<file path="src/rtl/gmii_rx_pkg.sv">
package gmii_rx_pkg;
  localparam int BYTE_W = 8;
  localparam int NIB_W  = BYTE_W / 2;

  localparam logic [NIB_W-1:0] NIB_IDLE  = 4'h0;
  localparam logic [NIB_W-1:0] NIB_FALSE = 4'hE;
  localparam logic [NIB_W-1:0] NIB_EXT   = 4'h5;

  localparam int NUM_CLS = 6;

  typedef enum logic [2:0] {
    CLS_IDLE  = 3'd0,
    CLS_DATA  = 3'd1,
    CLS_DERR  = 3'd2,
    CLS_EXT   = 3'd3,
    CLS_FALSE = 3'd4,
    CLS_RSVD  = 3'd5
  } rx_cls_e;
endpackage

</file>
<file path="src/rtl/gmii_rx_decode.sv">
module gmii_rx_decode
  import gmii_rx_pkg::*;
(
  input  logic              rx_dv,
  input  logic              rx_ctrl,
  input  logic [BYTE_W-1:0] rxd,
  output rx_cls_e           cls
);
  logic [NIB_W-1:0] lo_nib;
  logic [NIB_W-1:0] hi_nib;

  assign lo_nib = rxd[NIB_W-1:0];
  assign hi_nib = rxd[BYTE_W-1:NIB_W];

  // Priority: strobes first, then low nibble idle, low nibble false, high nibble ext.
  always_comb begin
    if (rx_dv) begin
      cls = rx_ctrl ? CLS_DERR : CLS_DATA;
    end else if (!rx_ctrl) begin
      cls = CLS_IDLE;
    end else if (lo_nib == NIB_IDLE) begin
      cls = CLS_IDLE;
    end else if (lo_nib == NIB_FALSE) begin
      cls = CLS_FALSE;
    end else if (hi_nib == NIB_EXT) begin
      cls = CLS_EXT;
    end else begin
      cls = CLS_RSVD;
    end
  end
endmodule

</file>
<file path="src/rtl/gmii_rx_tracker.sv">
module gmii_rx_tracker
  import gmii_rx_pkg::*;
(
  input  logic    clk,
  input  logic    rst_n,
  input  logic    rx_dv,
  input  rx_cls_e cls,
  output logic    frame_start,
  output logic    frame_end,
  output logic    frame_err,
  output logic    carrier_sense,
  output logic    ext_violation
);
  logic prev_dv_q,  prev_dv_d;
  logic prev_ext_q, prev_ext_d;
  logic start_q,    start_d;
  logic end_q,      end_d;
  logic err_q,      err_d;
  logic crs_q,      crs_d;
  logic viol_q,     viol_d;
  logic is_derr, is_ext;
  logic upd_en;

  assign upd_en  = 1'b1;
  assign is_derr = (cls == CLS_DERR);
  assign is_ext  = (cls == CLS_EXT);

  always_comb begin
    prev_dv_d  = rx_dv;
    prev_ext_d = is_ext;
    start_d    = rx_dv && !prev_dv_q;
    end_d      = !rx_dv && prev_dv_q;
    err_d      = start_d ? is_derr : (err_q || is_derr);
    crs_d      = (cls == CLS_DATA) || is_derr || is_ext || (cls == CLS_FALSE);
    viol_d     = is_ext && !(prev_dv_q || prev_ext_q);
  end

  always_ff @(posedge clk or negedge rst_n) begin
    if (!rst_n) begin
      prev_dv_q  <= 1'b0;
      prev_ext_q <= 1'b0;
      start_q    <= 1'b0;
      end_q      <= 1'b0;
      err_q      <= 1'b0;
      crs_q      <= 1'b0;
      viol_q     <= 1'b0;
    end else if (upd_en) begin
      prev_dv_q  <= prev_dv_d;
      prev_ext_q <= prev_ext_d;
      start_q    <= start_d;
      end_q      <= end_d;
      err_q      <= err_d;
      crs_q      <= crs_d;
      viol_q     <= viol_d;
    end
  end

  assign frame_start   = start_q;
  assign frame_end     = end_q;
  assign frame_err     = err_q;
  assign carrier_sense = crs_q;
  assign ext_violation = viol_q;

  // a start pulse cannot repeat on the next cycle
  p_start_single_r9: assert property (@(posedge clk) disable iff (!rst_n)
    frame_start |=> !frame_start);
  // start and end never coincide
  p_start_end_excl_r10: assert property (@(posedge clk) disable iff (!rst_n)
    !(frame_start && frame_end));
  // the sticky flag only drops at a frame start
  p_err_hold_r11: assert property (@(posedge clk) disable iff (!rst_n)
    $fell(frame_err) |-> frame_start);
  // a violation implies carrier present
  p_viol_crs_r13: assert property (@(posedge clk) disable iff (!rst_n)
    ext_violation |-> carrier_sense);
endmodule

</file>
<file path="src/rtl/gmii_rx_classifier.sv">
module gmii_rx_classifier
  import gmii_rx_pkg::*;
(
  input  logic       clk,
  input  logic       rst_n,
  input  logic       rx_dv,
  input  logic       rx_ctrl,
  input  logic [7:0] rxd,
  output logic       cls_idle,
  output logic       cls_data,
  output logic       cls_data_err,
  output logic       cls_ext,
  output logic       cls_false_carrier,
  output logic       cls_reserved,
  output logic       frame_start,
  output logic       frame_end,
  output logic       frame_err,
  output logic       carrier_sense,
  output logic       ext_violation
);
  rx_cls_e              cls_now;
  logic [NUM_CLS-1:0]   cls_oh_d, cls_oh_q;
  logic                 cls_en;

  gmii_rx_decode u_decode (
    .rx_dv   (rx_dv),
    .rx_ctrl (rx_ctrl),
    .rxd     (rxd),
    .cls     (cls_now)
  );

  gmii_rx_tracker u_track (
    .clk           (clk),
    .rst_n         (rst_n),
    .rx_dv         (rx_dv),
    .cls           (cls_now),
    .frame_start   (frame_start),
    .frame_end     (frame_end),
    .frame_err     (frame_err),
    .carrier_sense (carrier_sense),
    .ext_violation (ext_violation)
  );

  assign cls_en = 1'b1;

  always_comb begin
    cls_oh_d = '0;
    cls_oh_d[cls_now] = 1'b1;
  end

  always_ff @(posedge clk or negedge rst_n) begin
    if (!rst_n) begin
      cls_oh_q <= NUM_CLS'(1) << CLS_IDLE;
    end else if (cls_en) begin
      cls_oh_q <= cls_oh_d;
    end
  end

  assign cls_idle          = cls_oh_q[CLS_IDLE];
  assign cls_data          = cls_oh_q[CLS_DATA];
  assign cls_data_err      = cls_oh_q[CLS_DERR];
  assign cls_ext           = cls_oh_q[CLS_EXT];
  assign cls_false_carrier = cls_oh_q[CLS_FALSE];
  assign cls_reserved      = cls_oh_q[CLS_RSVD];

  // exactly one class flag
  p_one_class_r8: assert property (@(posedge clk) disable iff (!rst_n)
    $countones(cls_oh_q) == 1);
  // no carrier on inter-frame or reserved cycles
  p_crs_idle_r12: assert property (@(posedge clk) disable iff (!rst_n)
    (cls_idle || cls_reserved) |-> !carrier_sense);
  // a violation only accompanies an extension cycle
  p_viol_ext_r13: assert property (@(posedge clk) disable iff (!rst_n)
    ext_violation |-> cls_ext);
  // a frame start accompanies a data-class cycle
  p_start_data_r9: assert property (@(posedge clk) disable iff (!rst_n)
    frame_start |-> (cls_data || cls_data_err));
  // a frame end accompanies a non-data cycle
  p_end_nodata_r10: assert property (@(posedge clk) disable iff (!rst_n)
    frame_end |-> !(cls_data || cls_data_err));
endmodule

</file>
<file path="config.mk">
export PLATFORM = sky130hd
export DESIGN_NAME = gmii_rx_classifier
export DESIGN_NICKNAME = d
export VERILOG_FILES = /design/src/rtl/gmii_rx_pkg.sv /design/src/rtl/gmii_rx_decode.sv /design/src/rtl/gmii_rx_tracker.sv /design/src/rtl/gmii_rx_classifier.sv
export SDC_FILE = /design/constraint.sdc
export NUM_CORES = 1
export LEC_CHECK = 0
export ABC_AREA = 1
export BUFFER_PORTS_ARGS = -buffer_cell sky130_fd_sc_hd__buf_2
export CELL_PAD_IN_SITES_DETAIL_PLACEMENT = 1
export CELL_PAD_IN_SITES_GLOBAL_PLACEMENT = 2
export CORE_MARGIN = 3
export CORE_UTILIZATION = 25
export CTS_CLUSTER_DIAMETER = 200
export DETAILED_ROUTE_END_ITERATION = 16
export PLACE_DENSITY_LB_ADDON = 0.1
export SLEW_MARGIN = 20
export SYNTH_ARGS = -nofsm -noshare
export SYNTH_HDL_FRONTEND = slang
export SYNTH_SLANG_ARGS = --single-unit
</file>
<file path="constraint.sdc">
create_clock -name clk -period 2.4 [get_ports clk]
set_input_delay 0.6 -clock clk [delete_from_list [all_inputs] [get_ports clk]]
set_output_delay 0.6 -clock clk [all_outputs]
set_load 0.1 [all_outputs]
</file>
* Yosys cells after proc, flatten, opt, wreduce, memory -nomap -nowiden
Index checks and enable logic that the tools add are counted.
** Cells by class
- Magnitude comparators :: 2
- Equality and inequality tests :: 6
- Multiplexer cells :: 9
- Reductions and logical operators :: 13
** Operators with widths (count)
- $mux 3 :: 5
- $eq 3x2->1 const B :: 2
- $logic_or 1x1->1 :: 5
- $eq 4x3->1 const B :: 1
- $eq 4x4->1 const B :: 1
- $logic_and 1x1->1 :: 4
- $logic_not 4->1 :: 1
- $lt 3x4->1 const B :: 1
- $demux 1 s3 :: 1
- $eq 3x1->1 const B :: 1
- $eq 3x3->1 const B :: 1
- $ge 3x1->1 const B :: 1
- $logic_not 1->1 :: 3
- $mux 1 :: 2
- $mux 2 :: 1
** Storage, ports and cells
- Bits in registers :: 13
- Word-level logic and storage cells :: 38

* Depth between registers and ports, before layout
Gate-level depths: netlist of the first run.
- Depth after elaboration :: 10
- Depth in mapped cells :: 7
- Depth with buffers taken out :: 7

* Modules after synthesis
From an unflattened synthesis of the first run, not the netlist that was laid out.
** Unflattened totals
- Cell total of the unflattened synthesis :: 66
- Area total of the unflattened synthesis :: 560.5 µm²
** By module, submodules not included
- gmii_rx_tracker :: instances 1, cells each 25, area an instance 254.0 µm², sequential area each 175.2 µm²
- gmii_rx_classifier :: instances 1, cells each 18, area an instance 196.4 µm², sequential area each 151.4 µm²
- gmii_rx_decode :: instances 1, cells each 23, area an instance 110.1 µm², sequential area each 0.0 µm²

* Worst setup path after synthesis of the first run
Ideal clock, no wire load.
- Path kind :: register -> output
- Start :: register u_track.err_q, in the netlist u_track.frame_err
- End :: output port frame_err
- Arrival time :: 0.893 ns
- Required time :: 1.800 ns
- Path slack :: 0.907 ns
- Stages on the path, launching flop included :: 1
- Path through :: dfrtp_1
** RTL lines
- start, declared :: RTL line gmii_rx_tracker.sv:18 : logic err_q, err_d;
- start signal, assigned :: RTL line gmii_rx_tracker.sv:52 : err_q <= err_d;
- end, declared :: RTL line gmii_rx_classifier.sv:17 : output logic frame_err,
No word-level cell between the ends.

* Worst setup path after layout of the first run
- Start :: register cls_oh_q[0]
- End :: output port cls_idle
** RTL lines
- start, declared :: RTL line gmii_rx_classifier.sv:22 : logic [NUM_CLS-1:0] cls_oh_d, cls_oh_q;
- start signal, assigned :: RTL line gmii_rx_classifier.sv:53 : cls_oh_q <= NUM_CLS'(1) << CLS_IDLE;
- start signal, assigned :: RTL line gmii_rx_classifier.sv:55 : cls_oh_q <= cls_oh_d;
- end, declared :: RTL line gmii_rx_classifier.sv:9 : output logic cls_idle,
No word-level cell between the ends.

==> metrics, run 1 <==
Die X approximately 50 um; Final Power between 400 and 500 uW; Max Clock Freq roughly 550 MHz; Cells after Synth roughly 50; grt ovf 0; global-route wire length before repair approximately 1.6 mm; final weighted congestion in routability-driven placement about 0.65; Initial Utilization 0.272; clock root buffer clkbuf_4; Num CTS Buffers 3; outcome finished, final reports clean; Hold Path Class input port to async pin; Routed Antenna Nets 0; Setup crit start kind register; #FFs+latches synth 13; DRC viols 0; WL/cell a little over 9 um; Final Cycle Share 0.752; row count 15; hold_ws slightly below 0.2 ns; post-synthesis cell type count 14; WP buf/inv 1; via/cell ratio about 3.9; vias in the first global route just over 400; pwr dens 723 mW/mm^2; commonest non-fill, non-tap cell in the layout buf_2; Worst EP required 1.80 ns; Die ar. 0.00248 sq mm; setup_tns 0 ns; Worst VDD drop around 0.00032 V; initial antenna violation count 0; Post-DP HPWL 771 um; yosys warns 0; Final Max Slew Viols 0; DR iter-0 viols 4; DR vias 386; gr usage total 0.0853; largest fanout on the critical path 1; most frequent cells in the layout 22 x buf_2, 12 x dfrtp_1, 10 x nor2_1, 9 x nand2_1, 8 x inv_1; # Max-Cap Violations 0; largest net degree at the start of global routing 14; CTS tree yes; DRT Wirelength ~900 um; Final min period 1.80 ns; Worst EP arrival ~1.2 ns; Worst Tran Pin Value between 0.4 and 0.5 ns; H-tree depth 1; Worst Setup End Kind primary output; PostCTS Resize Cnt 0; Clock Tree Buf Depth 2; CTS clock-pin slew for the worst setup and hold paths ~0.08 ns; Critical Path Max Stage Delay between 0.5 and 0.6 ns; RSZ-0062 raised after global routing false; hold_buf cts 0; CP Class register to primary output; Nets 88; Max-slew headroom 0.676; Mean Syn Cell Area 9.81 sq um; post-CTS setup buffers 0; Clock Latency Late Sink 0.27 ns; LEAKAGE around 0.39 nW; Worst Skew a little over 0.008 ns; synthesized area just under 500 sq um; critical-path cell list buf_2; antenna fix cells 0; syn nets 61; port bufs 22; slowest CP cell dfstp_2; CTS sink count 13; Setup-failing EPs final 0; Top delay family on crit path flip-flops; first drt pass iteration count 2; sequential fraction of the synthesis area 0.680; Area Growth Syn to Fin 34.9%; final setup margin roughly 0.60 ns; layout cells sized above 1 0.413; Hold Fails Final Rpt 0; Core Area roughly 0.0018 sq mm; DIE HEIGHT about 50 um; Ports 23; Setup WS pre-CTS ~0.89 ns
logic make-up after synthesis:
family | synth area share
AND/OR/NAND/NOR | 0.221
flip-flops | 0.680
buffers and inverters | 0.0703
AO/OA/AOI/OAI | 0.0286
flip-flops by register name (all words and copies together) (netlist names):
signal and cells:
cls_oh_q 6, u_track.carrier_sense 1, u_track.ext_violation 1, u_track.frame_end 1, u_track.frame_err 1, u_track.frame_start 1, u_track.prev_dv_q 1, u_track.prev_ext_q 1
metal layers:
metal / share of wire / vias up / track usage
li1: - / 197 / -
met1: 0.49 / 171 / 0.101
met2: 0.44 / 18 / 0.137
met3: 0.079 / 0 / 0.0393
met4: 0 / 0 / 0.0276
met5: 0 / - / 0
metrics by stage:
| stage | utilization | instances | area [sq um] |
|---|---|---|---|
| 2_1_floorplan | - | 49 | 480 |
| 3_3_place_gp | 0.352 | 96 | 622 |
| 3_5_place_dp | 0.352 | 96 | 622 |
| 4_1_cts | 0.367 | 100 | 648 |
| 5_1_grt | 0.367 | 100 | 648 |
| 6_report | 0.367 | 100 | 648 |
power breakdown:
part	switching [mW]	internal (mW)	leakage, nW	total (mW)
combinational	0.0900	0.0185	0.211	0.109
clock	0.0639	0.0643	0.0150	0.128
sequential	0.00283	0.229	0.165	0.232
total	0.157	0.312	0.391	0.469
cells in the mapped netlist (all sizes together):
| cell | count | area [sq um] |
|---|---|---|
| nor2 | 11 | 43.8 |
| nand4 | 1 | 6.26 |
| or2 | 1 | 6.26 |
| nor3 | 1 | 5.00 |
| o21ai | 1 | 5.00 |
| nand3 | 1 | 5.00 |
| nand2 | 10 | 40.0 |
| dfrtp | 12 | 300 |
| dfstp | 1 | 26.3 |
| a21oi | 1 | 8.76 |
| inv | 9 | 33.8 |
layout make-up:
class	count	area, sq um
inverters	9	33.8
clock buffers	4	26.3
flip-flops and latches	13	327
fillers	243	1120
well taps	25	31.3
repair buffers	22	110
multi-input cells	27	120
worst paths after layout:
check / start / endpoint / slack (ns) / cells past startpoint
worst max register to register: u_track.prev_dv_q / u_track.ext_violation / 1.52 / 2
worst min-delay path: rst_n / u_track.prev_ext_q / 0.19 / 1
min in group clk: u_track.prev_ext_q / u_track.ext_violation / 0.50 / 2
worst min register to register: u_track.prev_ext_q / u_track.ext_violation / 0.50 / 2
worst max-delay path: cls_oh_q[0] / cls_idle / 0.60 / 1
max in group asynchronous: rst_n / cls_oh_q[0] / 1.93 / 1
(Power assumes the default switching activity.)
==> run 2: changes to the inputs <==
- CORE_UTILIZATION: 25 -> 21
- clock period: 2.4 -> 1.6 ns (I/O delays scaled with it)
==> run 2 against run 1 <==
Effect of this change:
- clock power up 51%
- total power up 52%
- die area up 17%
- hold slack worse by 0.19 ns
- cell area up 2.7%
- critical path depth unchanged
- largest power group unchanged
- highest routed layer is now met4
==> metrics, run 2 (synthesis gave the netlist of run 1 again) <==
row count 16; antenna fix cells 0; critical-path cell list buf_2; DR iter-0 viols 14; commonest non-fill, non-tap cell in the layout buf_2; DIE HEIGHT roughly 54 um; grt ovf 0; PostCTS Resize Cnt 0; RSZ-0062 raised after global routing false; final weighted congestion in routability-driven placement roughly 0.66; vias in the first global route ~380; largest fanout on the critical path 2; internal power between 400 and 500 uW; DR vias roughly 390; DRT Wirelength just under 1 mm; Max Clock Freq ~690 MHz; setup_tns 0 ns; global-route wire length before repair approximately 1.7 mm; Setup crit start kind register; post-CTS setup buffers 0; CP Class register to primary output; Largest register FFs 6; outcome finished, final reports clean; Core Area 0.00206 sq mm; Worst Tran Pin Value between 0.4 and 0.5 ns; Worst EP required approximately 1.2 ns; FILL cells ~260; largest net degree at the start of global routing 14; Comb pwr share 0.236; Hold Fails Final Rpt 0; FF+latch area 327 sq um; proportion of power drawn by the clock network 0.272; CTS tree yes; Multi-input gate area 120 sq um; Worst Skew 0.00218 ns; # Max-Cap Violations 0; Nets 88; LEAKAGE a little under 0.4 nW; Final Max Slew Viols 0; Die ar. just under 0.003 sq mm; WP buf/inv 1; gr usage total 0.0851; DRC viols 0; sequential share of power 0.493; largest register by flop count cls_oh_q; most frequent cells in the layout 21 x buf_2, 12 x dfrtp_1, 10 x nor2_1, 9 x nand2_1, 8 x inv_1; Hold Path Class input port to async pin; pwr dens between 1000 and 1500 mW/mm^2; Area Growth Syn to Fin 38.5%; Worst EP arrival 1.05 ns; port bufs 22; slowest CP cell buf_2; CTS clock-pin slew for the worst setup and hold paths 0.07 ns; Num CTS Buffers 3; hold_buf cts 0; first drt pass iteration count 2; Post-DP HPWL 813 um; Routed Antenna Nets 0; sw frac 0.334; Ports 23; WL/cell 9.57 um; Setup-failing EPs final 0; Die X about 54 um; Clock Tree Buf Depth 2; Max-slew headroom 0.678; Final Cycle Share 0.903; Design Area, Final ~670 sq um; Worst Setup End Kind primary output; CTS sink count 13; Clock Latency Late Sink approximately 0.27 ns; layout cells sized above 1 0.413; via/cell ratio 3.79; initial antenna violation count 0; Top delay family on crit path buffers and inverters; Initial Utilization 0.233; H-tree depth 1; Placed Area approximately 640 sq um; Worst VDD drop 0.000337 V; Psw between 200 and 250 uW; Final min period about 1.4 ns; Critical Path Max Stage Delay approximately 0.43 ns; clock root buffer clkbuf_4
==> run 2: cell types whose count changed in the layout (fill, tap and decap cells not counted) <==
| cell | previous run | this run |
|---|---|---|
| buf_12 | 0 | 1 |
| buf_2 | 22 | 21 |
==> run 2: path summary, 6_finish.rpt <==
check | slack, ns | start | end | cells past startpoint
worst max register to register | 0.74 | u_track.prev_dv_q | u_track.ext_violation | 2
worst min-delay path | 0.001 | rst_n | u_track.frame_err | 1
worst min register to register | 0.48 | u_track.prev_ext_q | u_track.ext_violation | 2
worst max-delay path | 0.15 | u_track.frame_err | frame_err | 1
max in group asynchronous | 1.33 | rst_n | cls_oh_q[0] | 1
min in group clk | 0.31 | rx_dv | u_track.prev_dv_q | 1
==> run 2: cell type report <==
type / instances / area share
flip-flops and latches: 13 / 0.491
repair buffers: 22 / 0.188
multi-input cells: 27 / 0.180
inverters: 9 / 0.0508
well taps: 27 / 0.0508
clock buffers: 4 / 0.0395
==> run 2: per-layer routing <==
layer / GRT usage / wire [um] / up-vias
li1: - / - / 198
met1: 0.109 / 446 / 166
met2: 0.113 / 416 / 19
met3: 0.0166 / 72 / 4
met4: 0.0894 / 40 / 0
met5: 0 / 0 / -
==> run 2: stage by stage <==
step / hold WS, ns / total power, mW / instances / utilization / worst slack [ns]
2_1_floorplan: 0.104 / 0.477 / 49 / - / 0.307
3_5_place_dp: 0.303 / 0.527 / 98 / 0.310 / 0.452
5_1_grt: 0.00811 / 0.756 / 102 / 0.323 / 0.0987
3_3_place_gp: 0.297 / 0.527 / 98 / 0.310 / 0.450
6_report: 0.00106 / 0.711 / 102 / 0.323 / 0.155
4_1_cts: 0.00665 / 0.726 / 102 / 0.323 / 0.148
==> run 2: power by group through the flow <==
| stage | clock network, mW | registers (mW) | logic, mW |
|---|---|---|---|
| global placement | 0 | 0.357 | 0.170 |
| CTS | 0.205 | 0.351 | 0.170 |
| finish | 0.193 | 0.350 | 0.168 |
| detailed placement | 0 | 0.357 | 0.170 |
| floorplan | 0 | 0.455 | 0.0220 |
| global route | 0.225 | 0.352 | 0.179 |
